[config.mk]
export PLATFORM = sky130hd
export DESIGN_NAME = calsel_top
export DESIGN_NICKNAME = d
export VERILOG_FILES = /design/src/rtl/calsel_pkg.sv /design/src/rtl/calsel_nv_view.sv /design/src/rtl/calsel_shadow.sv /design/src/rtl/calsel_hold.sv /design/src/rtl/calsel_top.sv
export SDC_FILE = /design/constraint.sdc
export NUM_CORES = 1
export LEC_CHECK = 0
export BUFFER_PORTS_ARGS = -buffer_cell sky130_fd_sc_hd__buf_4
export CORE_UTILIZATION = 50
export DETAILED_ROUTE_END_ITERATION = 8
export PLACE_DENSITY_LB_ADDON = 0.1
export SYNTH_ARGS = -nofsm -noshare
export SYNTH_HDL_FRONTEND = slang
export SYNTH_HIERARCHICAL = 1
export SYNTH_SLANG_ARGS = --single-unit
[constraint.sdc]
create_clock -name clk -period 4 [get_ports clk]
set_clock_uncertainty 0.05 [all_clocks]
set_input_delay 0.6 -clock clk [delete_from_list [all_inputs] [get_ports clk]]
set_output_delay 0.6 -clock clk [all_outputs]
set_load 0.02 [all_outputs]
[src/rtl/calsel_pkg.sv]
package calsel_pkg;
  // default field geometry of the front end
  localparam int DEF_NUM_CH   = 5;
  localparam int DEF_NUM_GAIN = 3;
  localparam int DEF_OFS_W    = 8;
  localparam int DEF_GAIN_W   = 10;
  localparam int DEF_DAC_W    = 6;
  localparam int DEF_PUMP_W   = 3;
  localparam int DEF_FREQ_W   = 2;
  localparam int DEF_TEMP_W   = 4;

  typedef enum logic {SRC_NV = 1'b0, SRC_RAM = 1'b1} cal_src_e;

  function automatic int max_of(input int a, input int b);
    return (a > b) ? a : b;
  endfunction
endpackage

[src/rtl/calsel_nv_view.sv]
module calsel_nv_view #(
  parameter int NUM_CH   = 5,
  parameter int NUM_GAIN = 3,
  parameter int OFS_W    = 8,
  parameter int GAIN_W   = 10,
  parameter int DAC_W    = 6,
  parameter int PUMP_W   = 3,
  parameter int FREQ_W   = 2,
  parameter int TEMP_W   = 4,
  localparam int CH_W      = $clog2(NUM_CH),
  localparam int GS_W      = $clog2(NUM_GAIN),
  localparam int GAIN_BASE = NUM_CH * OFS_W,
  localparam int DAC_BASE  = GAIN_BASE + NUM_GAIN * GAIN_W,
  localparam int PUMP_BASE = DAC_BASE + DAC_W,
  localparam int FREQ_BASE = PUMP_BASE + PUMP_W,
  localparam int VAR_BASE  = FREQ_BASE + FREQ_W,
  localparam int TEMP_BASE = VAR_BASE + 1,
  localparam int IMG_W     = TEMP_BASE + TEMP_W
) (
  input  logic [IMG_W-1:0]  image,
  input  logic [CH_W-1:0]   ch,
  input  logic [GS_W-1:0]   gsel,
  output logic [OFS_W-1:0]  ofs,
  output logic [GAIN_W-1:0] gain,
  output logic [DAC_W-1:0]  dac,
  output logic [PUMP_W-1:0] pump,
  output logic [FREQ_W-1:0] freq,
  output logic              fvar,
  output logic [TEMP_W-1:0] temp
);
  logic [OFS_W-1:0]  ofs_arr  [NUM_CH];
  logic [GAIN_W-1:0] gain_arr [NUM_GAIN];

  for (genvar i = 0; i < NUM_CH; i++) begin : g_ofs
    assign ofs_arr[i] = image[i*OFS_W +: OFS_W];
  end
  for (genvar j = 0; j < NUM_GAIN; j++) begin : g_gain
    assign gain_arr[j] = image[GAIN_BASE + j*GAIN_W +: GAIN_W];
  end

  always_comb begin
    ofs  = (ch < CH_W'(NUM_CH))     ? ofs_arr[ch]    : '0;
    gain = (gsel < GS_W'(NUM_GAIN)) ? gain_arr[gsel] : '0;
  end

  assign dac  = image[DAC_BASE  +: DAC_W];
  assign pump = image[PUMP_BASE +: PUMP_W];
  assign freq = image[FREQ_BASE +: FREQ_W];
  assign fvar = image[VAR_BASE];
  assign temp = image[TEMP_BASE +: TEMP_W];
endmodule

[src/rtl/calsel_shadow.sv]
module calsel_shadow #(
  parameter int NUM_CH   = 5,
  parameter int NUM_GAIN = 3,
  parameter int OFS_W    = 8,
  parameter int GAIN_W   = 10,
  parameter int DAC_W    = 6,
  parameter int PUMP_W   = 3,
  parameter int FREQ_W   = 2,
  parameter int TEMP_W   = 4,
  localparam int CH_W   = $clog2(NUM_CH),
  localparam int GS_W   = $clog2(NUM_GAIN),
  localparam int NWORDS = NUM_CH + NUM_GAIN + 3,
  localparam int AW     = $clog2(NWORDS),
  localparam int DW     = calsel_pkg::max_of(calsel_pkg::max_of(OFS_W, GAIN_W),
                            calsel_pkg::max_of(calsel_pkg::max_of(DAC_W, TEMP_W),
                                               PUMP_W + FREQ_W + 1))
) (
  input  logic              clk,
  input  logic              rst,
  input  logic              we,
  input  logic [AW-1:0]     waddr,
  input  logic [DW-1:0]     wdata,
  input  logic [CH_W-1:0]   ch,
  input  logic [GS_W-1:0]   gsel,
  output logic [OFS_W-1:0]  ofs,
  output logic [GAIN_W-1:0] gain,
  output logic [DAC_W-1:0]  dac,
  output logic [PUMP_W-1:0] pump,
  output logic [FREQ_W-1:0] freq,
  output logic              fvar,
  output logic [TEMP_W-1:0] temp
);
  localparam int A_GAIN = NUM_CH;
  localparam int A_DAC  = NUM_CH + NUM_GAIN;
  localparam int A_PUMP = A_DAC + 1;
  localparam int A_TEMP = A_DAC + 2;

  logic [DW-1:0] mem [NWORDS];
  logic          addr_ok;
  logic [DW-1:0] ofs_word, gain_word, pump_word;

  assign addr_ok = ({1'b0, waddr} < (AW+1)'(NWORDS));

  always_ff @(posedge clk) begin
    if (rst) begin
      for (int i = 0; i < NWORDS; i++) mem[i] <= '0;
    end else if (we && addr_ok) begin
      mem[waddr] <= wdata;
    end
  end

  always_comb begin
    ofs_word  = (ch < CH_W'(NUM_CH))     ? mem[AW'(ch)] : '0;
    gain_word = (gsel < GS_W'(NUM_GAIN)) ? mem[AW'(A_GAIN) + AW'(gsel)] : '0;
    pump_word = mem[A_PUMP];
  end

  assign ofs  = ofs_word[OFS_W-1:0];
  assign gain = gain_word[GAIN_W-1:0];
  assign dac  = mem[A_DAC][DAC_W-1:0];
  assign pump = pump_word[PUMP_W-1:0];
  assign freq = pump_word[PUMP_W +: FREQ_W];
  assign fvar = pump_word[PUMP_W + FREQ_W];
  assign temp = mem[A_TEMP][TEMP_W-1:0];
endmodule

[src/rtl/calsel_hold.sv]
module calsel_hold #(
  parameter int OFS_W  = 8,
  parameter int GAIN_W = 10,
  parameter int DAC_W  = 6,
  parameter int PUMP_W = 3,
  parameter int FREQ_W = 2,
  parameter int TEMP_W = 4
) (
  input  logic              clk,
  input  logic              rst,
  input  logic              load,
  input  logic              use_ram,
  input  logic [OFS_W-1:0]  nv_ofs,
  input  logic [GAIN_W-1:0] nv_gain,
  input  logic [DAC_W-1:0]  nv_dac,
  input  logic [PUMP_W-1:0] nv_pump,
  input  logic [FREQ_W-1:0] nv_freq,
  input  logic              nv_fvar,
  input  logic [TEMP_W-1:0] nv_temp,
  input  logic [OFS_W-1:0]  rm_ofs,
  input  logic [GAIN_W-1:0] rm_gain,
  input  logic [DAC_W-1:0]  rm_dac,
  input  logic [PUMP_W-1:0] rm_pump,
  input  logic [FREQ_W-1:0] rm_freq,
  input  logic              rm_fvar,
  input  logic [TEMP_W-1:0] rm_temp,
  output logic [OFS_W-1:0]  ofs_q,
  output logic [GAIN_W-1:0] gain_q,
  output logic [DAC_W-1:0]  dac_q,
  output logic [PUMP_W-1:0] pump_q,
  output logic [FREQ_W-1:0] freq_q,
  output logic              fvar_q,
  output logic [TEMP_W-1:0] temp_q,
  output calsel_pkg::cal_src_e src_q
);
  import calsel_pkg::*;

  always_ff @(posedge clk) begin
    if (rst) begin
      ofs_q  <= '0;
      gain_q <= '0;
      dac_q  <= '0;
      pump_q <= '0;
      freq_q <= '0;
      fvar_q <= 1'b0;
      temp_q <= '0;
      src_q  <= SRC_NV;
    end else if (load) begin
      if (use_ram) begin
        ofs_q  <= rm_ofs;
        gain_q <= rm_gain;
        dac_q  <= rm_dac;
        pump_q <= rm_pump;
        freq_q <= rm_freq;
        fvar_q <= rm_fvar;
        temp_q <= rm_temp;
        src_q  <= SRC_RAM;
      end else begin
        ofs_q  <= nv_ofs;
        gain_q <= nv_gain;
        dac_q  <= nv_dac;
        pump_q <= nv_pump;
        freq_q <= nv_freq;
        fvar_q <= nv_fvar;
        temp_q <= nv_temp;
        src_q  <= SRC_NV;
      end
    end
  end
endmodule

[src/rtl/calsel_top.sv]
module calsel_top #(
  parameter int NUM_CH   = calsel_pkg::DEF_NUM_CH,
  parameter int NUM_GAIN = calsel_pkg::DEF_NUM_GAIN,
  parameter int OFS_W    = calsel_pkg::DEF_OFS_W,
  parameter int GAIN_W   = calsel_pkg::DEF_GAIN_W,
  parameter int DAC_W    = calsel_pkg::DEF_DAC_W,
  parameter int PUMP_W   = calsel_pkg::DEF_PUMP_W,
  parameter int FREQ_W   = calsel_pkg::DEF_FREQ_W,
  parameter int TEMP_W   = calsel_pkg::DEF_TEMP_W,
  localparam int CH_W   = $clog2(NUM_CH),
  localparam int GS_W   = $clog2(NUM_GAIN),
  localparam int IMG_W  = NUM_CH*OFS_W + NUM_GAIN*GAIN_W + DAC_W + PUMP_W + FREQ_W + 1 + TEMP_W,
  localparam int NWORDS = NUM_CH + NUM_GAIN + 3,
  localparam int AW     = $clog2(NWORDS),
  localparam int DW     = calsel_pkg::max_of(calsel_pkg::max_of(OFS_W, GAIN_W),
                            calsel_pkg::max_of(calsel_pkg::max_of(DAC_W, TEMP_W),
                                               PUMP_W + FREQ_W + 1))
) (
  input  logic              clk,
  input  logic              rst,
  input  logic [IMG_W-1:0]  nv_image,
  input  logic              ram_we,
  input  logic [AW-1:0]     ram_addr,
  input  logic [DW-1:0]     ram_wdata,
  input  logic              cmd_valid,
  input  logic [CH_W-1:0]   cmd_ch,
  input  logic [GS_W-1:0]   cmd_gsel,
  input  logic              cmd_use_ram,
  output logic [OFS_W-1:0]  ofs_code,
  output logic [GAIN_W-1:0] gain_code,
  output logic [DAC_W-1:0]  dac_code,
  output logic [PUMP_W-1:0] pump_lvl,
  output logic [FREQ_W-1:0] osc_freq,
  output logic              osc_var,
  output logic [TEMP_W-1:0] temp_code,
  output logic              src_ram
);
  import calsel_pkg::*;

  logic [OFS_W-1:0]  nv_ofs,  rm_ofs;
  logic [GAIN_W-1:0] nv_gain, rm_gain;
  logic [DAC_W-1:0]  nv_dac,  rm_dac;
  logic [PUMP_W-1:0] nv_pump, rm_pump;
  logic [FREQ_W-1:0] nv_freq, rm_freq;
  logic              nv_fvar, rm_fvar;
  logic [TEMP_W-1:0] nv_temp, rm_temp;
  logic              cmd_take;
  cal_src_e          src_q;

  assign cmd_take = cmd_valid && (cmd_ch < CH_W'(NUM_CH)) && (cmd_gsel < GS_W'(NUM_GAIN));

  calsel_nv_view #(
    .NUM_CH(NUM_CH), .NUM_GAIN(NUM_GAIN), .OFS_W(OFS_W), .GAIN_W(GAIN_W),
    .DAC_W(DAC_W), .PUMP_W(PUMP_W), .FREQ_W(FREQ_W), .TEMP_W(TEMP_W)
  ) nv_i (
    .image(nv_image), .ch(cmd_ch), .gsel(cmd_gsel),
    .ofs(nv_ofs), .gain(nv_gain), .dac(nv_dac), .pump(nv_pump),
    .freq(nv_freq), .fvar(nv_fvar), .temp(nv_temp)
  );

  calsel_shadow #(
    .NUM_CH(NUM_CH), .NUM_GAIN(NUM_GAIN), .OFS_W(OFS_W), .GAIN_W(GAIN_W),
    .DAC_W(DAC_W), .PUMP_W(PUMP_W), .FREQ_W(FREQ_W), .TEMP_W(TEMP_W)
  ) ram_i (
    .clk(clk), .rst(rst), .we(ram_we), .waddr(ram_addr), .wdata(ram_wdata),
    .ch(cmd_ch), .gsel(cmd_gsel),
    .ofs(rm_ofs), .gain(rm_gain), .dac(rm_dac), .pump(rm_pump),
    .freq(rm_freq), .fvar(rm_fvar), .temp(rm_temp)
  );

  calsel_hold #(
    .OFS_W(OFS_W), .GAIN_W(GAIN_W), .DAC_W(DAC_W),
    .PUMP_W(PUMP_W), .FREQ_W(FREQ_W), .TEMP_W(TEMP_W)
  ) hold_i (
    .clk(clk), .rst(rst), .load(cmd_take), .use_ram(cmd_use_ram),
    .nv_ofs(nv_ofs), .nv_gain(nv_gain), .nv_dac(nv_dac), .nv_pump(nv_pump),
    .nv_freq(nv_freq), .nv_fvar(nv_fvar), .nv_temp(nv_temp),
    .rm_ofs(rm_ofs), .rm_gain(rm_gain), .rm_dac(rm_dac), .rm_pump(rm_pump),
    .rm_freq(rm_freq), .rm_fvar(rm_fvar), .rm_temp(rm_temp),
    .ofs_q(ofs_code), .gain_q(gain_code), .dac_q(dac_code), .pump_q(pump_lvl),
    .freq_q(osc_freq), .fvar_q(osc_var), .temp_q(temp_code), .src_q(src_q)
  );

  assign src_ram = (src_q == SRC_RAM);
endmodule

== Word-level counts from Yosys, hierarchy flattened ==
Memories as Yosys holds them, arrays and structs flattened.
Cells that the tools add are included.

* Add/sub/neg operators: 1
* $lt $le $gt $ge: 5
* Muxes and demuxes: 26
* Bitwise operators: 2
* Reduce and logical (&&, ||, !) cells: 4

{| class="wikitable"
|+ Operators with widths
! operator !! number
|-
| $mux W10 || 6
|-
| $mux W8 || 5
|-
| $bmux W8 S3 || 1
|-
| $bmux W10 S2 || 1
|-
| $reduce_or A10 Y1 || 1
|-
| $mux W1 || 8
|-
| $mux W4 || 2
|-
| $mux W6 || 1
|-
| $add A3 B2 Y4 const A || 1
|-
| $ge A4 B4 Y1 const B || 1
|-
| $lt A4 B4 Y1 const B || 1
|-
| $not A3 Y4 || 1
|-
| $ge A3 B3 Y1 const B || 1
|-
| $logic_and A1 B1 Y1 || 3
|-
| $lt A3 B3 Y1 const B || 1
|-
| $mux W3 || 1
|-
| $not A2 Y3 || 1
|-
| $lt A2 B2 Y1 const B || 1
|-
| $mux W2 || 1
|}

* Register bits: 35
* Memory bits (writable): 110
* Input bits: 110
* Output and inout port bits: 35
* Memories kept: 1

{| class="wikitable"
|+ Memory list
! name !! words !! width !! rd ports !! clocked after Yosys merged registers in !! write ports !! line !! RTL
|-
| ram_i.mem || 11 || 10 || 5 || 0 || 11 || calsel_shadow.sv:38 || <nowiki>logic [DW-1:0] mem [NWORDS];</nowiki>
|}

== Depth between registers and ports, before layout ==
* Word-level depth: 7
* Depth in mapped cells: 7

== By module ==
Netlist, hierarchy kept.

{| class="wikitable"
|+ By module, submodules not included
! module !! times used !! cells each !! area an instance (µm²) !! seq. area each (µm²)
|-
| calsel_shadow || 1 || 296 || 4046.4 || 2602.5
|-
| calsel_hold || 1 || 155 || 1561.5 || 700.7
|-
| calsel_nv_view || 1 || 89 || 689.4 || 0.0
|-
| calsel_top || 1 || 3 || 15.0 || 0.0
|}

== Worst setup path before layout ==
No wires, ideal clock.

* Path type: input port to flip-flop
* From: in cmd_gsel[0]
* To: reg hold_i.gain_q[0]
* Setup time: 0.134 ns
* Arrival: 1.899 ns
* Slack: 1.917 ns
* Stages: 6
* Path buffers: 1
* Path through: ha_1 > buf_2 > mux4_2 > nor2b_1 > mux2i_1 > a211oi_1

* Elaborated cells on any way between the ends: 11
* Those cells by class: 1 x add/sub; 1 x order compare; 6 x mux; 1 x bitwise; 1 x reduce/logical; 1 x memory

{| class="wikitable"
|+ RTL lines
! item !! line !! RTL
|-
| start: declaration || calsel_top.sv:27 || <nowiki>input logic [GS_W-1:0] cmd_gsel,</nowiki>
|-
| $add A3 B2 Y4 || calsel_shadow.sv:54 || <nowiki>gain_word = (gsel < GS_W'(NUM_GAIN)) ? mem[AW'(A_GAIN) + AW'(gsel)] : '0;</nowiki>
|-
| $mem_v2 Z11 W10 || - ||
|-
| $mux W10 * || calsel_shadow.sv:54 ||
|-
| named net rm_gain[0] || calsel_top.sv:41 || <nowiki>logic [GAIN_W-1:0] nv_gain, rm_gain;</nowiki>
|-
| $mux W10 * || calsel_hold.sv:49 || <nowiki>if (use_ram) begin</nowiki>
|-
| end signal: assignment || calsel_hold.sv:51 || <nowiki>gain_q <= rm_gain;</nowiki>
|-
| end signal: assignment || calsel_hold.sv:60 || <nowiki>gain_q <= nv_gain;</nowiki>
|-
| end: declaration || calsel_hold.sv:28 || <nowiki>output logic [GAIN_W-1:0] gain_q,</nowiki>
|}

Mark *: on every way through the listed nets, which the timed path passes. The rest lies on a longest branch. The select of a mux whose other input is x is not followed.
A chain may end at the register's enable or synchronous reset.

==> qor.csv <==
stage,metric,value,unit
run_status,outcome,"complete, no violations",
logic_synthesis,synth unique cells,44,
placed_design,dpl hpwl,11000,um
logic_synthesis,"Top FF cell, synth",edfxtp_1,
grt,GRT Overall Usage,24.9,%
floorplanning,# IOs,145,
sta,final hold viol count,0,
detailed_routing,Iter 0 DRT Violations,374,
sta,post-layout min period,2240,ps
sta,Max Freq,0.446,GHz
placed_design,pre-CTS setup slack,1330,ps
detailed_routing,via count,4600,
placed_design,routability congestion estimate,0.894,
final_layout,n_diodes,0,
grt,met3 usage,5.77,%
floorplanning,Initial Utilization,51.9,%
grt,routing usage on met1,34.5,%
worst_setup_path,"Max stage delay cell, worst path",nor2b_1,
sta,final setup TNS,0,ps
logic_synthesis,synthesized area per cell,11.6,sq um
final_layout,Final Util,64.9,%
detailed_routing,WL/cell,18.6,um
grt,total grt overflow,0,
sta,post-route clock period utilization,56.0,%
grt,initial antenna violation count,0,
detailed_routing,DRC Markers,0,
sta,Worst slew margin,23.3,%
grt,met2 GRT Util,38.3,%
logic_synthesis,Seq cells post-synth,123,
floorplanning,Die H,114,um
worst_setup_path,CP endpoint kind,flop,
clock_tree,TritonCTS clock tree,built,
min_path,Hold WC Path Type,flop to flop,
worst_setup_path,Worst Setup Path Type,input pin to flop,
worst_setup_path,crit path cell chain,buf_4 -> nor2b_1 -> nand4_2 -> nand2b_1,
flow_run,maxcap violations,0,
logic_synthesis,cell count after synthesis,543,
detailed_routing,TritonRoute pass-1 iters,4,
clock_tree,Sink Count,123,
floorplanning,die area,13100,sq um
worst_setup_path,CP Max Fanout,54,
final_layout,Fillers,969,
floorplanning,# rows,40,
logic_synthesis,Post-synth EDFFs,84,
placed_design,Port Buffer Count,144,
floorplanning,Die Width,114,um
detailed_routing,DRT antenna net count,0,
logic_synthesis,sequential-to-total area share from yosys stat,52.3,%
final_layout,"Area growth, synth to finish",25.1,%
clock_tree,worst skew pair latency,420,ps
power,VDD IR max,0.000262,V
grt,gr busiest metal,met2,
final_layout,layout cells sized above 1,31.9,%
final_layout,area of the multi-input gates,2620,sq um
power,PwrDens,455,nW/um^2
worst_setup_path,Worst Path Arrival,2260,ps
final_layout,Final #Nets,765,
grt,global-route wire length before repair,23800,um
clock_tree,postcts setup bufs,0,
sta,RSZ-0062 raised after global routing,no,
sta,Worst Tran Pin Value,1150,ps
grt,vias in the first global route,4388,
sta,final worst slack,1760,ps
clock_tree,cts hold-fix bufs,0,
clock_tree,CTS buffer count,17,
clock_tree,Worst-path clk slew,50,ps
detailed_routing,Vias/cell,5.51,
logic_synthesis,post-synth net total,654,
final_layout,FF/Latch Area,3300,sq um
floorplanning,Core ar.,12200,sq um
worst_setup_path,Critical Path Max Stage Delay,610,ps
clock_tree,root buffer cell,clkbuf_16,
sta,"Slew Viols, Final",0,
detailed_routing,WL final,15500,um
grt,largest net degree at the start of global routing,70,
logic_synthesis,Post-Syn Area,6310,sq um
worst_setup_path,CP required,4020,ps
clock_tree,H-tree levels,4,
logic_synthesis,YS warnings,6,
logic_synthesis,Synth async-reset ratio,0,%
sta,Setup-failing EPs final,0,
clock_tree,Resized Gates After CTS,0,
power,Leakage,3.25,nW
worst_setup_path,startpoint types,input pin,
clock_tree,Bufs on Longest Clock Path,2,
==> flip-flops by register name, summed over array words and instances (netlist names) <==
name / flops
hold_i/fvar_q: 1
ram_i/mem: 88
hold_i/freq_q: 2
hold_i/src_q: 1
hold_i/gain_q: 10
hold_i/dac_q: 6
hold_i/pump_q: 3
hold_i/temp_q: 4
hold_i/ofs_q: 8
==> cell type report <==
type / instances / share of cell area (%)
Inverter: 9 / 0.428
Clock inverter: 15 / 2.82
Clock buffer: 17 / 5.39
Multi-Input combinational cell: 359 / 33.2
Timing Repair Buffer: 144 / 13.7
Tap cell: 168 / 2.66
Sequential cell: 123 / 41.8
==> per-stage QoR <==
stage / hold slack [ps] / instances / total power [mW] / area [sq um]
3_3_place_gp: 425 / 803 / 1.94 / 7250
2_1_floorplan: 408 / 543 / 1.78 / 6310
5_1_grt: 451 / 835 / 3.72 / 7900
3_5_place_dp: 432 / 803 / 1.96 / 7250
4_1_cts: 439 / 835 / 3.61 / 7900
6_report: 435 / 835 / 3.59 / 7900
==> worst max-delay path, delay by kind of cell <==
| family | cells | cell delay (ps) |
|---|---|---|
| buffers and inverters | 1 | 280 |
| AND/OR/NAND/NOR | 3 | 1350 |
==> final timing paths <==
kind                   start                to  slack (ps)  depth (start not counted)
min          hold_i/dac_q[2]   hold_i/dac_q[2]         430                          2
min reg2reg  hold_i/dac_q[2]   hold_i/dac_q[2]         430                          2
max reg2reg  ram_i/mem[7][9]  hold_i/gain_q[9]        2490                          4
max                      rst   ram_i/mem[7][8]        1760                          4
==> cells in the final DEF, fill, tap and decap left out, drive strengths merged, types with 7 or more instances in the layout <==
| cell type | instances |
|---|---|
| a211oi | 34 |
| a221o | 7 |
| a2bb2oi | 7 |
| and3 | 9 |
| buf | 144 |
| clkbuf | 17 |
| dfxtp | 39 |
| edfxtp | 84 |
| inv | 10 |
| mux2 | 9 |
| mux2i | 68 |
| mux4 | 10 |
| nand2 | 21 |
| nand2b | 11 |
| nor2 | 114 |
| nor2b | 15 |
| o21ai | 16 |
| o22ai | 7 |
==> routing by layer <==
| layer | vias up | share of wire, % |
|---|---|---|
| met5 | - | 0 |
| met3 | 23 | 7.3 |
| met4 | 0 | 1.8 |
| met2 | 204 | 46 |
| met1 | 2167 | 45 |
| li1 | 2206 | - |
==> report_power, final <==
group	internal, mW	switching (mW)	total [mW]
registers	1.44	0.0389	1.47
logic	0.223	0.235	0.458
clock network	1.10	0.554	1.66
==> synthesized netlist by cell type, types with 2 or more instances <==
cell	n	area share, %
and3_1	9	0.89
nor2b_1	15	1.5
nand2_1	21	1.2
nand2b_1	11	1.1
mux2i_1	68	11
buf_4	21	2.5
mux2_4	7	1.7
o21ai_2	3	0.42
buf_2	15	1.2
dfxtp_1	39	12
a2bb2oi_1	7	0.97
inv_2	4	0.24
a221o_1	7	1.1
a211oi_1	34	4.0
clkbuf_1	10	0.59
buf_6	2	0.36
edfxtp_1	84	40
buf_12	3	0.95
mux2_2	2	0.36
and3b_1	4	0.55
nor2_1	114	6.8
and2_1	4	0.40
o22a_1	5	0.69
o22ai_1	7	0.69
o211ai_2	4	0.79
inv_1	5	0.30
nand4_2	2	0.40
o21ai_0	11	0.87
mux4_2	10	3.6
==> kinds of logic after synthesis <==
| group | share of synthesized area [%] |
|---|---|
| buffers and inverters | 6.20 |
| muxes | 16.4 |
| DFF | 52.3 |
| and+or+nand+nor | 14.1 |
| AOI/OAI and AO/OA | 10.8 |
| adders and majority gates | 0.198 |
(Power assumes the default switching activity.)
